<file path="src/rtl/sdcmd_pkg.sv">
`timescale 1ns/1ps
package sdcmd_pkg;

  typedef enum logic [2:0] {
    CMD_DESEL = 3'd0,
    CMD_NOP   = 3'd1,
    CMD_ACT   = 3'd2,
    CMD_RD    = 3'd3,
    CMD_WR    = 3'd4,
    CMD_PRE   = 3'd5,
    CMD_OTHER = 3'd6
  } cmd_e;

  typedef enum logic [1:0] {
    BK_IDLE    = 2'd0,
    BK_OPEN    = 2'd1,
    BK_CLOSING = 2'd2
  } bank_st_e;

  // strobe pins to command code
  function automatic cmd_e pins_to_cmd(input logic cke, input logic cs_n,
                                       input logic ras_n, input logic cas_n,
                                       input logic we_n);
    cmd_e c;
    if (!cke || cs_n) begin
      c = CMD_DESEL;
    end else begin
      case ({ras_n, cas_n, we_n})
        3'b111:  c = CMD_NOP;
        3'b011:  c = CMD_ACT;
        3'b101:  c = CMD_RD;
        3'b100:  c = CMD_WR;
        3'b010:  c = CMD_PRE;
        default: c = CMD_OTHER;
      endcase
    end
    return c;
  endfunction

  // a row-close command covers a bank when it is close-all or names it
  function automatic logic close_covers(input logic all_banks, input logic match);
    return all_banks || match;
  endfunction

endpackage

</file>
<file path="src/rtl/sdcmd_decode.sv">
`timescale 1ns/1ps
module sdcmd_decode
  import sdcmd_pkg::*;
#(
  parameter int ADDR_W = 12,
  parameter int AP_BIT = 10
) (
  input  logic              cke,
  input  logic              cs_n,
  input  logic              ras_n,
  input  logic              cas_n,
  input  logic              we_n,
  input  logic [ADDR_W-1:0] addr,
  output cmd_e              cmd,
  output logic              is_act,
  output logic              is_rd,
  output logic              is_wr,
  output logic              is_pre,
  output logic              flag10,
  output logic [ADDR_W-1:0] col
);

  always_comb begin
    cmd         = pins_to_cmd(cke, cs_n, ras_n, cas_n, we_n);
    is_act      = (cmd == CMD_ACT);
    is_rd       = (cmd == CMD_RD);
    is_wr       = (cmd == CMD_WR);
    is_pre      = (cmd == CMD_PRE);
    flag10      = addr[AP_BIT];
    col         = addr;
    col[AP_BIT] = 1'b0;
  end

endmodule

</file>
<file path="src/rtl/sdcmd_bank.sv">
`timescale 1ns/1ps
module sdcmd_bank
  import sdcmd_pkg::*;
#(
  parameter int TRP = 3
) (
  input  logic     clk,
  input  logic     rst,
  input  logic     act_sel,
  input  logic     pre_hit,
  input  logic     ap_close,
  output bank_st_e state,
  output logic     act_bad
);

  localparam int CW = (TRP > 1) ? $clog2(TRP) : 1;
  localparam logic [CW-1:0] LOAD = CW'(TRP - 1);

  logic [CW-1:0] cnt;
  logic          ready;
  logic          act_go;
  logic          close_go;

  assign ready    = (state == BK_IDLE) || (state == BK_CLOSING && cnt == '0);
  assign act_go   = act_sel && ready;
  assign act_bad  = act_sel && !ready;
  assign close_go = close_covers(pre_hit, ap_close) && (state == BK_OPEN);

  always_ff @(posedge clk) begin
    if (rst) begin
      state <= BK_IDLE;
      cnt   <= '0;
    end else begin
      unique case (state)
        BK_IDLE: begin
          if (act_go) state <= BK_OPEN;
        end
        BK_OPEN: begin
          if (close_go) begin
            state <= BK_CLOSING;
            cnt   <= LOAD;
          end
        end
        BK_CLOSING: begin
          if (act_go)          state <= BK_OPEN;
          else if (cnt == '0)  state <= BK_IDLE;
          else                 cnt   <= cnt - 1'b1;
        end
        default: state <= BK_IDLE;
      endcase
    end
  end

  AST_OPEN_NEEDS_ACT: assert property (@(posedge clk) disable iff (rst)
    (state == BK_OPEN && $past(state) != BK_OPEN) |-> $past(act_sel));

  AST_CLOSE_FROM_OPEN: assert property (@(posedge clk) disable iff (rst)
    (state == BK_CLOSING && $past(state) != BK_CLOSING) |-> $past(state) == BK_OPEN);

  AST_LOCKOUT_BOUND: assert property (@(posedge clk) disable iff (rst)
    (state == BK_CLOSING) |-> (cnt <= LOAD));

  AST_LOCKOUT_RELEASE: assert property (@(posedge clk) disable iff (rst)
    (state == BK_CLOSING && cnt == '0 && !act_sel) |=> state == BK_IDLE);

endmodule

</file>
<file path="src/rtl/sdcmd_burst.sv">
`timescale 1ns/1ps
module sdcmd_burst
  import sdcmd_pkg::*;
#(
  parameter int BA_W = 2,
  parameter int BL   = 4
) (
  input  logic            clk,
  input  logic            rst,
  input  logic            start,
  input  logic            start_ap,
  input  logic [BA_W-1:0] start_bank,
  input  logic            pre_cmd,
  input  logic            pre_all,
  input  logic [BA_W-1:0] pre_bank,
  output logic            busy,
  output logic            ap_busy,
  output logic            kill,
  output logic            ap_fire,
  output logic [BA_W-1:0] cur_bank
);

  localparam int CW = (BL > 1) ? $clog2(BL) : 1;
  localparam logic [CW-1:0] LOAD = CW'(BL - 1);

  logic [CW-1:0] left;
  logic          ap_r;

  assign ap_busy = busy && ap_r;
  assign kill    = busy && pre_cmd && close_covers(pre_all, pre_bank == cur_bank);
  assign ap_fire = ap_busy && (left == '0) && !kill;

  always_ff @(posedge clk) begin
    if (rst) begin
      busy     <= 1'b0;
      ap_r     <= 1'b0;
      left     <= '0;
      cur_bank <= '0;
    end else if (kill) begin
      busy <= 1'b0;
      ap_r <= 1'b0;
    end else if (start) begin
      busy     <= 1'b1;
      ap_r     <= start_ap;
      left     <= LOAD;
      cur_bank <= start_bank;
    end else if (busy) begin
      if (left == '0) begin
        busy <= 1'b0;
        ap_r <= 1'b0;
      end else begin
        left <= left - 1'b1;
      end
    end
  end

  AST_BURST_LEFT_BOUND: assert property (@(posedge clk) disable iff (rst)
    busy |-> (left <= LOAD));

  AST_KILL_CLEARS: assert property (@(posedge clk) disable iff (rst)
    kill |=> !busy);

  AST_AP_LAST_BEAT: assert property (@(posedge clk) disable iff (rst)
    ap_fire |=> !busy);

  AST_NO_START_OVER_AP: assert property (@(posedge clk) disable iff (rst)
    ap_busy |-> !start);

endmodule

</file>
<file path="src/rtl/sdram_cmd_tracker.sv">
`timescale 1ns/1ps
module sdram_cmd_tracker
  import sdcmd_pkg::*;
#(
  parameter int BA_W      = 2,
  parameter int ADDR_W    = 12,
  parameter int AP_BIT    = 10,
  parameter int TRP       = 3,
  parameter int BURST_LEN = 4
) (
  input  logic                     clk,
  input  logic                     rst,
  input  logic                     cke,
  input  logic                     cs_n,
  input  logic                     ras_n,
  input  logic                     cas_n,
  input  logic                     we_n,
  input  logic [BA_W-1:0]          ba,
  input  logic [ADDR_W-1:0]        addr,
  output logic [2:0]               cmd_o,
  output logic [BA_W-1:0]          bank_o,
  output logic [ADDR_W-1:0]        col_o,
  output logic [2*(2**BA_W)-1:0]   bank_state_o,
  output logic                     err_o,
  output logic                     abort_o,
  output logic                     autopre_o
);

  localparam int NB = 2 ** BA_W;

  cmd_e              cmd;
  logic              is_act, is_rd, is_wr, is_pre, flag10;
  logic [ADDR_W-1:0] col;

  bank_st_e          st [NB];
  logic [NB-1:0]     act_bad;

  logic              busy, ap_busy, kill, ap_fire;
  logic [BA_W-1:0]   cur_bank;
  logic              rw, rw_start, rw_bad, err_next;

  sdcmd_decode #(.ADDR_W(ADDR_W), .AP_BIT(AP_BIT)) u_dec (
    .cke(cke), .cs_n(cs_n), .ras_n(ras_n), .cas_n(cas_n), .we_n(we_n),
    .addr(addr), .cmd(cmd), .is_act(is_act), .is_rd(is_rd), .is_wr(is_wr),
    .is_pre(is_pre), .flag10(flag10), .col(col)
  );

  for (genvar b = 0; b < NB; b++) begin : g_bank
    logic here;
    assign here = (ba == BA_W'(b));
    sdcmd_bank #(.TRP(TRP)) u_bank (
      .clk(clk), .rst(rst),
      .act_sel(is_act && here),
      .pre_hit(is_pre && close_covers(flag10, here)),
      .ap_close(ap_fire && cur_bank == BA_W'(b)),
      .state(st[b]),
      .act_bad(act_bad[b])
    );
    assign bank_state_o[2*b +: 2] = st[b];
  end

  assign rw       = is_rd || is_wr;
  assign rw_start = rw && (st[ba] == BK_OPEN) && !ap_busy;
  assign rw_bad   = rw && !rw_start;
  assign err_next = (|act_bad) || rw_bad;

  sdcmd_burst #(.BA_W(BA_W), .BL(BURST_LEN)) u_burst (
    .clk(clk), .rst(rst),
    .start(rw_start), .start_ap(flag10), .start_bank(ba),
    .pre_cmd(is_pre), .pre_all(flag10), .pre_bank(ba),
    .busy(busy), .ap_busy(ap_busy), .kill(kill), .ap_fire(ap_fire),
    .cur_bank(cur_bank)
  );

  always_ff @(posedge clk) begin
    if (rst) begin
      cmd_o     <= 3'd0;
      bank_o    <= '0;
      col_o     <= '0;
      err_o     <= 1'b0;
      abort_o   <= 1'b0;
      autopre_o <= 1'b0;
    end else begin
      cmd_o     <= cmd;
      if (is_act || rw || is_pre) bank_o <= ba;
      if (rw) col_o <= col;
      err_o     <= err_next;
      abort_o   <= kill;
      autopre_o <= ap_fire;
    end
  end

  AST_ERR_HAS_CMD: assert property (@(posedge clk) disable iff (rst)
    err_o |-> (cmd_o == 3'd2 || cmd_o == 3'd3 || cmd_o == 3'd4));

  AST_QUIET_CMDS: assert property (@(posedge clk) disable iff (rst)
    (cmd_o == 3'd0 || cmd_o == 3'd1 || cmd_o == 3'd6) |-> !err_o);

  AST_ABORT_IS_PRE: assert property (@(posedge clk) disable iff (rst)
    abort_o |-> cmd_o == 3'd5);

  AST_ABORT_AP_EXCL: assert property (@(posedge clk) disable iff (rst)
    !(abort_o && autopre_o));

  AST_ONE_ACT_BAD: assert property (@(posedge clk) disable iff (rst)
    $onehot0(act_bad));

  AST_RW_BAD_NO_BURST: assert property (@(posedge clk) disable iff (rst)
    (rw_bad && !busy) |=> !busy);

endmodule

</file>
<file path="config.mk">
export PLATFORM = sky130hd
export DESIGN_NAME = sdram_cmd_tracker
export DESIGN_NICKNAME = d
export VERILOG_FILES = /design/src/rtl/sdcmd_pkg.sv /design/src/rtl/sdcmd_decode.sv /design/src/rtl/sdcmd_bank.sv /design/src/rtl/sdcmd_burst.sv /design/src/rtl/sdram_cmd_tracker.sv
export SDC_FILE = /design/constraint.sdc
export NUM_CORES = 1
export LEC_CHECK = 0
export BUFFER_PORTS_ARGS = -buffer_cell sky130_fd_sc_hd__buf_2
export CORE_MARGIN = 2
export CORE_UTILIZATION = 25
export DETAILED_ROUTE_END_ITERATION = 10
export GPL_TIMING_DRIVEN = 0
export SYNTH_ARGS = -nofsm -noshare
export SYNTH_HDL_FRONTEND = slang
export SYNTH_SLANG_ARGS = --single-unit
</file>
<file path="constraint.sdc">
create_clock -name clk -period 1.56 [get_ports clk]
set_clock_uncertainty 0.2 [all_clocks]
set_input_delay 0.078 -clock clk [delete_from_list [all_inputs] [get_ports clk]]
set_output_delay 0.078 -clock clk [all_outputs]
set_load 0.005 [all_outputs]
</file>
==> metrics.log <==
[metrics] Boundary Pins: 49
[metrics] worst-case setup margin in the final layout: -0.0879 ns
[metrics] Finished Cell Area: 3050 µm²
[metrics] CP top delay family: multiplexers
[metrics] Finish-stage setup viols: 11
[metrics] Synth Register Bits: 41
[metrics] longest individual stage delay on the worst path: 0.37 ns
[metrics] number of library cell types mapped by synthesis: 58
[metrics] DP Cell Count: between 400 and 500
[metrics] violations in the final reports: hold timing, setup timing
[metrics] most common cell after layout, fill and taps aside: sky130_fd_sc_hd__buf_2
[metrics] type of origin of the critical path: flip-flop
[metrics] Post-synth ARST share: 0%
[metrics] number of antenna violations at the first check in global routing: 0
[metrics] hold buffer count at cts: 22
[metrics] cell area after technology mapping: between 2000 and 2500 µm²
[metrics] CP bufs+invs: 0
[metrics] beginning of the critical path: g_bank[3].u_bank.state[0]$_SDFFE_PP0P_
[metrics] Max-cap violations: 0
[metrics] number of slew-limit violations in the final report: 0
[metrics] FF-to-FF Start: g_bank[3].u_bank.state[0]$_SDFFE_PP0P_
[metrics] Wirelength per Cell: 13.3 µm
[metrics] cell with the largest stage delay on the worst path: sky130_fd_sc_hd__dfxtp_4
[metrics] run status: finished, violations left
[metrics] slew at the pin with the worst max-slew slack: 0.514 ns
[metrics] Max Fclk: 607 MHz
[metrics] layout overhead on the synthesized area: 47.5%
[metrics] detailed-route via count: about 2,200
[metrics] post-detailed-placement cell area: 2450 µm²
[metrics] drt first-iter violations: 90
[metrics] share of the clock period used by the worst path: 106%
[metrics] share of the synthesized area in the top cell type: 39.7%
[metrics] final std cells w/o fill: 448
[metrics] count of nets left with antenna violations after detail routing: 0
[metrics] placed wire-length estimate after detailed placement: 3940 µm
[metrics] number of instances in the synthesized netlist: around 260
[metrics] GRT overflow: 0
[metrics] dominant register cell in the synthesized netlist: sky130_fd_sc_hd__dfxtp_1
[metrics] kind of end point of the critical path: flip-flop
[metrics] diode insertion count for antenna repair: 0
[metrics] area leader, netlist: sky130_fd_sc_hd__dfxtp_1
[metrics] Placeable Area: 8130 µm²
[metrics] detailed-router iteration count before antenna repair: 4
[metrics] Hold Slack: -0.101 ns
[metrics] worst hold path startpoint: rst
[metrics] insertion delay of the later-clocked pin in the worst-skew pair: around 0.30 ns
[metrics] Synth warnings: 0
[metrics] largest cells by area after synthesis: sky130_fd_sc_hd__dfxtp_1, sky130_fd_sc_hd__nand2_1, sky130_fd_sc_hd__a21oi_1
[metrics] depth of the CTS H-tree: 2
[metrics] Clk Tree Root Cell: sky130_fd_sc_hd__clkbuf_8
[metrics] crit path DAT: 1.62 ns
[metrics] fraction of layout instances using a drive strength above 1: between 30% and 40%
[metrics] effective utilization at floorplan: around 25%
[metrics] RSZ-0062 raised after global routing: yes
[metrics] Total Negative Setup Slacks: -0.469 ns
[metrics] DRC violation count after routing: 0
[metrics] count of flip-flops with a built-in enable after synthesis: 0
[metrics] Die ar.: 9010 µm²
[metrics] vias in the first global route: 2,038
[metrics] nets: 369
[metrics] leakage component of the power: 1.20 nW
[metrics] peak supply drop: 0.351 mV
[metrics] share of the yosys chip area belonging to registers: 39.7%
[metrics] data required time of the critical path: 1.53 ns
[metrics] count of clock tree sinks: 41
[metrics] global-route wire length before repair: 9540 µm
[metrics] TritonCTS Buffers: 5
[metrics] total power: ~2 mW
[metrics] final design utilization: 37.5%
[metrics] number of vias per cell: 4.82
[metrics] final critical delay including setup and external delays: 1.65 ns
[metrics] x dimension of the die: between 90 and 100 µm
[metrics] clock tree from TritonCTS: done
[metrics] clock transition at the register clock pins on the worst setup and hold paths after CTS: 0.09 ns
[metrics] Max-slew headroom: 65.7%
[metrics] routability congestion estimate from global placement: 0.822
[metrics] total number of placement rows: 33
[metrics] Avg Cell Area, Syn: 8.11 µm²
[metrics] Routed WL: 5980 µm
[metrics] number of nets produced by synthesis: ~280
[metrics] Final Hold Viols: 3
[metrics] overall routing resource usage: 13.3%
[metrics] commonest cells after routing, fill and taps aside: sky130_fd_sc_hd__buf_2, sky130_fd_sc_hd__nand2_1, sky130_fd_sc_hd__dfxtp_1
[metrics] Reg2Reg Setup Slack: -0.09 ns
[metrics] maximum number of pins on one net before global-route repair: 13
[metrics] power density relative to cell area: between 600 and 700 nW/µm²
[metrics] worst min path class: in -> reg
[metrics] sequence of cells on the critical path: mux2_4 -> or2_4 -> o211ai_4 -> mux2i_1 -> a211oi_2
[metrics] clock buffer depth: 2
[metrics] buffers added on ports: 46
[metrics] Placement Setup Slack: -0.243 ns
[metrics] maximum fanout along the worst path: 5
[metrics] category of the most critical setup path: reg -> reg
[metrics] Die Span Y: between 90 and 100 µm
==> registers in the layout, summed over array words and instances, names as in the netlist <==
signal,cells
abort_o,1
autopre_o,1
bank_o,2
cmd_o,3
col_o,11
err_o,1
g_bank.u_bank.cnt,8
g_bank.u_bank.state,8
u_burst.ap_r,1
u_burst.busy,1
u_burst.cur_bank,2
u_burst.left,2
==> where the power goes <==
part | internal (mW) | switching [mW]
registers | 1.05 | 0.00757
logic | 0.113 | 0.120
clock network | 0.350 | 0.389
total | 1.52 | 0.517
==> what timing repair did <==
item                       CTS  global route
hold endpoints to repair    20             3
resized for setup           34            28
pin swaps                   11             7
buffers inserted             8             7
setup endpoints to repair   19            21
==> worst min-delay path: stages <==
cell and delay (ns):
sky130_fd_sc_hd__buf_2 0.15, sky130_fd_sc_hd__a2111o_1 0.12, sky130_fd_sc_hd__a31oi_1 0.03
==> cell families after synthesis <==
logic type               Yosys count  synth area share (%)
AO/OA/AOI/OAI                     70                  22.7
XOR/XNOR                           4                  1.70
adder cells (fa/ha/maj)            5                  3.03
buffers and inverters             31                  6.42
flip-flops                        41                  39.7
multiplexers                       4                  2.24
other                              1                 0.181
AND/OR/NAND/NOR                   99                  24.0
==> final timing paths <==
| check | cells after the start | endpoint |
|---|---|---|
| max reg2reg | 5 | u_burst.ap_r$_SDFFE_PP0P_ |
| max | 5 | u_burst.ap_r$_SDFFE_PP0P_ |
| min | 3 | g_bank[3].u_bank.cnt[0]$_SDFFE_PP0P_ |
| min reg2reg | 2 | col_o[0]$_SDFFE_PP0P_ |
==> synthesized netlist by cell type (2+ instances only) <==
| master | n |
|---|---|
| sky130_fd_sc_hd__a211oi_1 | 3 |
| sky130_fd_sc_hd__a211oi_2 | 2 |
| sky130_fd_sc_hd__a21oi_1 | 24 |
| sky130_fd_sc_hd__a311oi_1 | 2 |
| sky130_fd_sc_hd__a31oi_1 | 5 |
| sky130_fd_sc_hd__and2_1 | 2 |
| sky130_fd_sc_hd__and3_1 | 3 |
| sky130_fd_sc_hd__buf_2 | 2 |
| sky130_fd_sc_hd__clkbuf_1 | 6 |
| sky130_fd_sc_hd__clkbuf_2 | 2 |
| sky130_fd_sc_hd__dfxtp_1 | 41 |
| sky130_fd_sc_hd__ha_1 | 5 |
| sky130_fd_sc_hd__inv_1 | 19 |
| sky130_fd_sc_hd__mux2i_1 | 2 |
| sky130_fd_sc_hd__nand2_1 | 38 |
| sky130_fd_sc_hd__nand2b_1 | 4 |
| sky130_fd_sc_hd__nand3_1 | 8 |
| sky130_fd_sc_hd__nand3b_1 | 2 |
| sky130_fd_sc_hd__nand4b_1 | 2 |
| sky130_fd_sc_hd__nor2_1 | 15 |
| sky130_fd_sc_hd__nor2b_1 | 7 |
| sky130_fd_sc_hd__nor3_1 | 7 |
| sky130_fd_sc_hd__nor3b_1 | 2 |
| sky130_fd_sc_hd__o21ai_0 | 12 |
| sky130_fd_sc_hd__o22ai_1 | 3 |
| sky130_fd_sc_hd__o32ai_1 | 2 |
| sky130_fd_sc_hd__or3_1 | 2 |
| sky130_fd_sc_hd__xnor2_1 | 3 |
==> cell type report <==
type | count | area, µm²
clock inverter | 1 | 7.51
timing repair buffer | 83 | 571
clock buffer | 6 | 82.6
buffer | 10 | 51.3
fill | 822 | 5080
tap | 105 | 131
sequential | 41 | 847
inverter | 19 | 73.8
multi-input combinational | 183 | 1280
==> routing by layer <==
metal / up-vias / wire length [µm] / track usage, %
met3: 17 / 287 / 2.55
met5: - / 0 / 0
met2: 51 / 3060 / 23.1
met4: 0 / 170 / 6.04
li1: 1071 / - / -
met1: 1020 / 2460 / 15.8
(Power assumes the default switching activity.)
